**config.mk**
```make
export PLATFORM = sky130hd
export DESIGN_NAME = rxrw_top
export DESIGN_NICKNAME = d
export VERILOG_FILES = /design/src/rtl/rxrw_pkg.sv /design/src/rtl/rxrw_regs.sv /design/src/rtl/rxrw_engine.sv /design/src/rtl/rxrw_top.sv
export SDC_FILE = /design/constraint.sdc
export NUM_CORES = 1
export LEC_CHECK = 0
export BUFFER_PORTS_ARGS = -buffer_cell sky130_fd_sc_hd__clkbuf_2
export CAP_MARGIN = 30
export CORE_ASPECT_RATIO = 1.75
export CORE_MARGIN = 8
export CORE_UTILIZATION = 30
export CTS_CLUSTER_SIZE = 12
export DETAILED_ROUTE_END_ITERATION = 6
export PLACE_DENSITY = 0.46
export SETUP_SLACK_MARGIN = 0.1
export SYNTH_ARGS = -nofsm -noshare
export SYNTH_HDL_FRONTEND = slang
export SYNTH_SLANG_ARGS = --single-unit
export TNS_END_PERCENT = 100
```
**constraint.sdc**
```tcl
create_clock -name clk -period 3.9 [get_ports clk]
set_clock_uncertainty 0.05 [all_clocks]
set_input_delay 0.195 -clock clk [delete_from_list [all_inputs] [get_ports clk]]
set_output_delay 0.195 -clock clk [all_outputs]
set_load 0.02 [all_outputs]
```
**src/rtl/rxrw_pkg.sv**
```systemverilog
package rxrw_pkg;
  localparam int OWN_BIT  = 31;
  localparam int WRAP_BIT = 30;
  localparam int CONT_BIT = 27;

  localparam logic [7:0] OFS_BASE = 8'h04;
  localparam logic [7:0] OFS_CUR  = 8'h08;

  typedef enum logic [2:0] {
    ST_IDLE,
    ST_FETCH0,
    ST_FETCH1,
    ST_FILL,
    ST_PEEK,
    ST_WBACK,
    ST_DROP
  } eng_state_t;

  typedef enum logic [1:0] {
    WB_END,
    WB_CHAIN,
    WB_TRUNC
  } wb_kind_t;
endpackage

```
**src/rtl/rxrw_regs.sv**
```systemverilog
module rxrw_regs
  import rxrw_pkg::*;
#(
  parameter int AW = 32
) (
  input  logic          clk,
  input  logic          rst_n,
  input  logic          reg_we,
  input  logic [7:0]    reg_addr,
  input  logic [31:0]   reg_wdata,
  output logic [31:0]   reg_rdata,
  input  logic          idle,
  input  logic          cur_ld,
  input  logic [AW-1:0] cur_nxt,
  output logic [AW-1:0] ring_base,
  output logic [AW-1:0] cur_ptr
);
  logic sw_wr;
  assign sw_wr = reg_we && idle;

  always_ff @(posedge clk) begin
    if (!rst_n) begin
      ring_base <= '0;
      cur_ptr   <= '0;
    end else begin
      if (sw_wr && reg_addr == OFS_BASE) ring_base <= reg_wdata[AW-1:0];
      if (cur_ld)
        cur_ptr <= cur_nxt;
      else if (sw_wr && reg_addr == OFS_CUR)
        cur_ptr <= reg_wdata[AW-1:0];
    end
  end

  always_comb begin
    reg_rdata = '0;
    case (reg_addr)
      OFS_BASE: reg_rdata[AW-1:0] = ring_base;
      OFS_CUR:  reg_rdata[AW-1:0] = cur_ptr;
      default:  reg_rdata = '0;
    endcase
  end
endmodule

```
**src/rtl/rxrw_engine.sv**
```systemverilog
module rxrw_engine
  import rxrw_pkg::*;
#(
  parameter int AW     = 32,
  parameter int LEN_W  = 13,
  parameter int DROP_W = 16
) (
  input  logic              clk,
  input  logic              rst_n,
  input  logic              s_valid,
  input  logic [7:0]        s_data,
  input  logic              s_last,
  output logic              s_ready,
  output logic              mem_req,
  output logic              mem_we,
  output logic [AW-1:0]     mem_addr,
  output logic [31:0]       mem_wdata,
  output logic [3:0]        mem_be,
  input  logic              mem_ack,
  input  logic [31:0]       mem_rdata,
  input  logic [AW-1:0]     ring_base,
  input  logic [AW-1:0]     cur_ptr,
  output logic              cur_ld,
  output logic [AW-1:0]     cur_nxt,
  output logic              idle,
  output logic [DROP_W-1:0] drop_cnt
);
  localparam logic [AW-1:0] DESC_STEP = AW'(8);
  localparam logic [AW-1:0] WORD1_OFS = AW'(4);

  eng_state_t        st;
  wb_kind_t          wbk;
  logic [31:0]       w0;
  logic [31:0]       nw0;
  logic [AW-1:0]     buf_ptr;
  logic [LEN_W-1:0]  cnt;
  logic [LEN_W-1:0]  cap;
  logic              full;
  logic [AW-1:0]     nxt_addr;
  logic [AW-1:0]     byte_addr;
  logic [31:0]       wb_word;

  assign cap       = w0[LEN_W-1:0];
  assign full      = (cnt == cap);
  assign nxt_addr  = w0[WRAP_BIT] ? ring_base : cur_ptr + DESC_STEP;
  assign byte_addr = buf_ptr + AW'(cnt);
  assign idle      = (st == ST_IDLE);
  assign cur_nxt   = nxt_addr;
  assign cur_ld    = (st == ST_WBACK) && mem_ack;

  always_comb begin
    wb_word = w0;
    wb_word[OWN_BIT]     = 1'b0;
    wb_word[CONT_BIT]    = (wbk == WB_CHAIN);
    wb_word[LEN_W-1:0]   = cnt;
  end

  always_comb begin
    mem_req   = 1'b0;
    mem_we    = 1'b0;
    mem_addr  = cur_ptr;
    mem_wdata = '0;
    mem_be    = 4'hF;
    s_ready   = 1'b0;
    case (st)
      ST_FETCH0: mem_req = 1'b1;
      ST_FETCH1: begin
        mem_req  = 1'b1;
        mem_addr = cur_ptr + WORD1_OFS;
      end
      ST_FILL: begin
        mem_req   = s_valid && !full;
        mem_we    = 1'b1;
        mem_addr  = byte_addr;
        mem_wdata = {4{s_data}};
        mem_be    = 4'b0001 << byte_addr[1:0];
        s_ready   = mem_req && mem_ack;
      end
      ST_PEEK: begin
        mem_req  = 1'b1;
        mem_addr = nxt_addr;
      end
      ST_WBACK: begin
        mem_req   = 1'b1;
        mem_we    = 1'b1;
        mem_wdata = wb_word;
      end
      ST_DROP: s_ready = 1'b1;
      default: ;
    endcase
  end

  always_ff @(posedge clk) begin
    if (!rst_n) begin
      st       <= ST_IDLE;
      wbk      <= WB_END;
      w0       <= '0;
      nw0      <= '0;
      buf_ptr  <= '0;
      cnt      <= '0;
      drop_cnt <= '0;
    end else begin
      case (st)
        ST_IDLE: if (s_valid) st <= ST_FETCH0;
        ST_FETCH0: if (mem_ack) begin
          if (mem_rdata[OWN_BIT]) begin
            w0 <= mem_rdata;
            st <= ST_FETCH1;
          end else begin
            st <= ST_DROP;
          end
        end
        ST_FETCH1: if (mem_ack) begin
          buf_ptr <= mem_rdata[AW-1:0];
          cnt     <= '0;
          st      <= ST_FILL;
        end
        ST_FILL: begin
          if (full && s_valid) begin
            st <= ST_PEEK;
          end else if (s_ready) begin
            cnt <= cnt + 1'b1;
            if (s_last) begin
              wbk <= WB_END;
              st  <= ST_WBACK;
            end
          end
        end
        ST_PEEK: if (mem_ack) begin
          nw0 <= mem_rdata;
          wbk <= mem_rdata[OWN_BIT] ? WB_CHAIN : WB_TRUNC;
          st  <= ST_WBACK;
        end
        ST_WBACK: if (mem_ack) begin
          case (wbk)
            WB_CHAIN: begin
              w0 <= nw0;
              st <= ST_FETCH1;
            end
            WB_TRUNC: st <= ST_DROP;
            default:  st <= ST_IDLE;
          endcase
        end
        ST_DROP: if (s_valid && s_last) begin
          drop_cnt <= drop_cnt + 1'b1;
          st       <= ST_IDLE;
        end
        default: st <= ST_IDLE;
      endcase
    end
  end
endmodule

```
**src/rtl/rxrw_top.sv**
```systemverilog
module rxrw_top
  import rxrw_pkg::*;
#(
  parameter int AW     = 32,
  parameter int LEN_W  = 13,
  parameter int DROP_W = 16
) (
  input  logic              clk,
  input  logic              rst_n,
  input  logic              reg_we,
  input  logic [7:0]        reg_addr,
  input  logic [31:0]       reg_wdata,
  output logic [31:0]       reg_rdata,
  input  logic              s_valid,
  output logic              s_ready,
  input  logic [7:0]        s_data,
  input  logic              s_last,
  output logic              mem_req,
  output logic              mem_we,
  output logic [AW-1:0]     mem_addr,
  output logic [31:0]       mem_wdata,
  output logic [3:0]        mem_be,
  input  logic              mem_ack,
  input  logic [31:0]       mem_rdata,
  output logic [DROP_W-1:0] drop_cnt
);
  logic          idle;
  logic          cur_ld;
  logic [AW-1:0] cur_nxt;
  logic [AW-1:0] ring_base;
  logic [AW-1:0] cur_ptr;

  rxrw_regs #(.AW(AW)) regs_i (
    .clk       (clk),
    .rst_n     (rst_n),
    .reg_we    (reg_we),
    .reg_addr  (reg_addr),
    .reg_wdata (reg_wdata),
    .reg_rdata (reg_rdata),
    .idle      (idle),
    .cur_ld    (cur_ld),
    .cur_nxt   (cur_nxt),
    .ring_base (ring_base),
    .cur_ptr   (cur_ptr)
  );

  rxrw_engine #(.AW(AW), .LEN_W(LEN_W), .DROP_W(DROP_W)) eng_i (
    .clk       (clk),
    .rst_n     (rst_n),
    .s_valid   (s_valid),
    .s_data    (s_data),
    .s_last    (s_last),
    .s_ready   (s_ready),
    .mem_req   (mem_req),
    .mem_we    (mem_we),
    .mem_addr  (mem_addr),
    .mem_wdata (mem_wdata),
    .mem_be    (mem_be),
    .mem_ack   (mem_ack),
    .mem_rdata (mem_rdata),
    .ring_base (ring_base),
    .cur_ptr   (cur_ptr),
    .cur_ld    (cur_ld),
    .cur_nxt   (cur_nxt),
    .idle      (idle),
    .drop_cnt  (drop_cnt)
  );
endmodule

```
======== Word level (Yosys, flattened, before mapping) ========
Index checks and enable logic that the tools add are counted.
storage, ports and cells
  flip-flop bits (word level) ............. 192
  bits of input ports ..................... 86
  logic and storage cells ................. 99
operators by class
  $add $sub $neg .......................... 5
  equal/unequal tests ..................... 24
  shifts and indexed selects .............. 1
  mux-type cells .......................... 37
  reductions and logical operators ........ 23
operators with widths
  kind                                           number
  one-hot mux 32 bit (2 select lines)            2
  two-way mux 31 bit                             4
  two-way mux 32 bit                             3
  one-hot mux 32 bit (3 select lines)            1
  one-hot mux 31 bit (2 select lines)            1
  two-way mux 13 bit                             3
  adder 32 x 13 -> 32 bit                        1
  adder 32 x 3 -> 32 bit, second input constant  1
  adder 32 x 4 -> 32 bit, second input constant  1
  two-way mux 3 bit                              10
  one-hot mux 13 bit (2 select lines)            1
  one-hot mux 3 bit (7 select lines)             1
  inequality test 2 bit, second input constant   9
  adder 16 x 1 -> 16 bit, second input constant  1
  adder 13 x 1 -> 13 bit, second input constant  1
  == test 13 bit                                 1
  two-way mux 2 bit                              5
  AND reduction 5 bit                            2
  == test 3 bit, second input constant           3
  == test 8 x 3 -> 1 bit, second input constant  1
  == test 8 x 4 -> 1 bit, second input constant  1
  logical AND 1 bit                              8
  AND reduction 8 bit                            1
  nonzero test 2 bit                             4
  other kinds (18)                               24

======== Longest topological paths before layout ========
  word-level depth ........................ 8
  depth in mapped cells ................... 10
  mapped depth without buffers ............ 10

======== Modules after synthesis ========
Synthesis repeated with hierarchy kept, for this count alone.
unflattened totals
  cells, all modules ...................... 1587
  area, all modules ....................... 12449.4 um^2
modules (own cells, without submodules)
  module       instances  cells an instance  area each (um^2)  sequential area each (um^2)
  rxrw_engine  1          1291               9557.9            2522.4
  rxrw_regs    1          296                2891.5            1281.2

======== Worst setup path after synthesis ========
No wires, ideal clock.
  path kind ............................... reg-to-output
  from .................................... register eng_i.cnt[0]
  to ...................................... output port mem_addr[26]
  arrival time ............................ 2.704 ns
  data required time ...................... 3.655 ns
  setup slack ............................. 0.951 ns
  cell stages (with the launch flop) ...... 11
  buffers on the path ..................... 0
  cells stage by stage .................... dfxtp_1 ha_1 inv_1 fa_1 nor2b_1 o31a_1 a41oi_1 o21ai_1 nand4_1 xor2_1 o21ai_0
on the way
  cells in the longest elaborated chain, start to end .. 2
RTL lines
  element                              line                source
  start, declared                      rxrw_engine.sv:36   logic [LEN_W-1:0] cnt;
  start signal, assigned               rxrw_engine.sv:122  cnt <= cnt + 1'b1;
  adder 32 x 13 -> 32 bit              rxrw_engine.sv:46   assign byte_addr = buf_ptr + AW'(cnt);
  one-hot mux 32 bit (3 select lines)  rxrw_engine.sv:65   case (st)
  end, declared                        rxrw_top.sv:20      output logic [AW-1:0] mem_addr,
Every way passes these cells.

======== Worst setup path after layout ========
  from .................................... register eng_i.cnt[0]
  to ...................................... output port mem_addr[20]
Same word-level chain as after synthesis.

==> metrics.cfg <==
[status]
status = finished, final reports clean

[logic_synthesis]
synth_top_area_share = 0.3158
synthCells = 1611
yosysTopAreaCell = dfxtp_1
synth.area.top_cells = dfxtp_1 (32%), nand2_1 (9.4%), a21oi_1 (6.0%)
synth_edf_count = 0
syn_avg_cell_area_um2 = 7.475
synth_flop_cell = dfxtp_1
yosys_register_bits = 190
ys_types = 79
ys_warn_count = 0
ys_async_sr_fraction = 0
yosysSeqAreaShare = 0.3158
syn_nets = 1717
syn_area_um2 = 12040

[setup_path]
cp.depth = 12
crit_arrival_ps = 3380
r2r_cells = 8
rr_startpoint = eng_i.st[2]
cp_max_fo = 9
path_cells = ha_1, inv_1, fa_1, nor2b_1, o31a_1, a41oi_1, o21ai_1, buf_4, nand3_1, xnor2_1, a221o_1, clkbuf_2
worst-path-buf-inv = 3
cp_top_family = compound AO/OA/AOI/OAI gates
critical_path_class = reg -> out
r2r_end = eng_i.st[1]
cp_data_required_time_ps = 3650
rrSetupSlack_ps = 940
critical-path-max-stage-delay_ps = 410
cp_slowest_cell = a221o_1
cp-startpoint = eng_i.cnt[0]
crit_path_end = mem_addr[20]
cp-start-kind = flip-flop
cp-end-kind = primary output

[cts]
htree_levels = 4
clock-root-buffer = clkbuf_16
clkTransAtPathRegs_ps = 80
cts_buffers = 17
cts_tree = yes
cts.sinks = 190
clkLatencyLatePin_ps = 470
clk_path_buf_depth = 2

[grt]
track_usage = 0.2100
grt_first_pass_wirelength_mm = 77.34
grt_pass1_vias = 12900
antenna_found_initial = 2
grt_max_degree = 61
grt_overflow = 0

[detailed_routing]
first_pass_iters = 5
wl_mm = 49.96
via_per_inst = 5.438
wl_per_cell_um = 21.45
ant_nets = 0
dr.first_iter.drc_count = 764
via_count = 12670
drc = 0

[timing]
worst_pin_slew_ps = 956.9
min_period_ps = 3627
setup_viol = 0
rsz0062_at_grt = no
timing.slew.headroom = 0.3597
max_freq_ghz = 0.2757
slew_viol_final = 0
period_share = 0.9299
hold_ws_ps = 153.2
finalSetupTns_ps = 0
setup_ws_ps = 273.3
finalHoldViolCount = 0

[finish]
fin_nets = 1927
area_growth_pct = 23.72
final_cell_mix = nand2_1 (303), clkbuf_2 (204), dfxtp_1 (187)
diodes = 0
drive_gt1_frac = 0.1914
final_common_cell = nand2_1

[placement]
gp_congestion = 0.9139
io_buffers = 204
pre_cts_ws_ps = 535.1
dp_hpwl_mm = 38.59

[die]
core-area_um2 = 39810
ios = 205
die_y_um = 281.0
start_util = 0.3025
die_area_um2 = 47060
rows = 97
die_x_um = 167.5

[pwr]
leakagePower_nw = 5.614
powerDensity_nw_per_um2 = 410.1
vdd_ir_drop_max_v = 0.0002679

[min_path]
hold_path.class = in -> reg

[flow_run]
cap_violations = 0

==> cells in the mapped netlist (all sizes together) (23+ instances only) <==
library cell / n
nand2: 303
dfxtp: 190
a21oi: 145
nor2: 142
clkbuf: 103
o21ai: 76
nand3: 74
a22o: 62
a211oi: 49
xor2: 46
mux2i: 43
xnor2: 39
buf: 38
inv: 23
==> worst min-delay path by stage <==
stage	endpoint	slack [ps]	from	cells after the start
final	eng_i.st[0]	150	s_valid	4
after global routing	eng_i.st[0]	190	s_valid	4
after CTS	eng_i.st[0]	110	s_valid	4
after detailed placement	eng_i.buf_ptr[27]	380	mem_rdata[27]	3
after global placement	eng_i.buf_ptr[27]	380	mem_rdata[27]	3
after floorplan	eng_i.wbk[1]	250	mem_rdata[31]	1
==> tightest hold or removal path: stages <==
cell and delay (ps):
clkbuf_2 160, inv_1 80, nor3_1 80, a21oi_1 120
==> through the flow <==
stage	utilization	total power, mW	cells	instance area (µm²)
global placement	0.3421	4.235	2231	13620
finish	0.3743	6.110	2329	14900
global route	0.3743	6.399	2329	14900
detailed placement	0.3421	4.236	2231	13620
CTS	0.3736	6.167	2327	14870
floorplan	-	3.408	1611	12040
==> cell families (layout without fill, tap and decap cells) <==
| logic type | Yosys count | count (layout) | synth area share |
|---|---|---|---|
| simple gates | 639 | 639 | 0.2427 |
| compound gates | 457 | 457 | 0.2540 |
| flops | 190 | 190 | 0.3158 |
| buf+inv | 165 | 388 | 0.05725 |
| xor+xnor | 85 | 85 | 0.06182 |
| mux | 55 | 55 | 0.04696 |
| fa+ha+maj | 20 | 20 | 0.02140 |
==> per-layer routing <==
layer	GRT usage	wire, µm
met5	0	32
met4	0.08847	1634
met3	0.03262	2181
met2	0.3955	26530
met1	0.2289	19580
==> sequential cells by signal, summed over array words and instances, names as in the netlist <==
signal and flops:
eng_i.buf_ptr 32, eng_i.cnt 13, eng_i.drop_cnt 16, eng_i.nw0 30, eng_i.st 3, eng_i.w0 30, eng_i.wbk 2, regs_i.cur_ptr 32
regs_i.ring_base 32
==> power breakdown <==
group | internal, mW | switching (mW)
Clock | 0.878 | 0.985
Combinational | 0.656 | 1.40
Sequential | 2.06 | 0.139
==> final cells by class <==
type	count	area, µm²
Clock inverter	15	180.2
Multi-Input combinational cell	1256	7605
Fill cell	4256	24910
Clock buffer	17	425.4
Inverter	24	92.59
Timing Repair Buffer	332	2167
Tap cell	495	619.3
Sequential cell	190	3810
==> repair_timing <==
item	CTS	global route
setup endpoints to repair	3	6
resized for setup	2	4
hold buffers	64	0
hold endpoints to repair	114	0
buffers inserted	0	2
pin swaps	0	3
No activity file was read; power rests on OpenSTA's default activity.
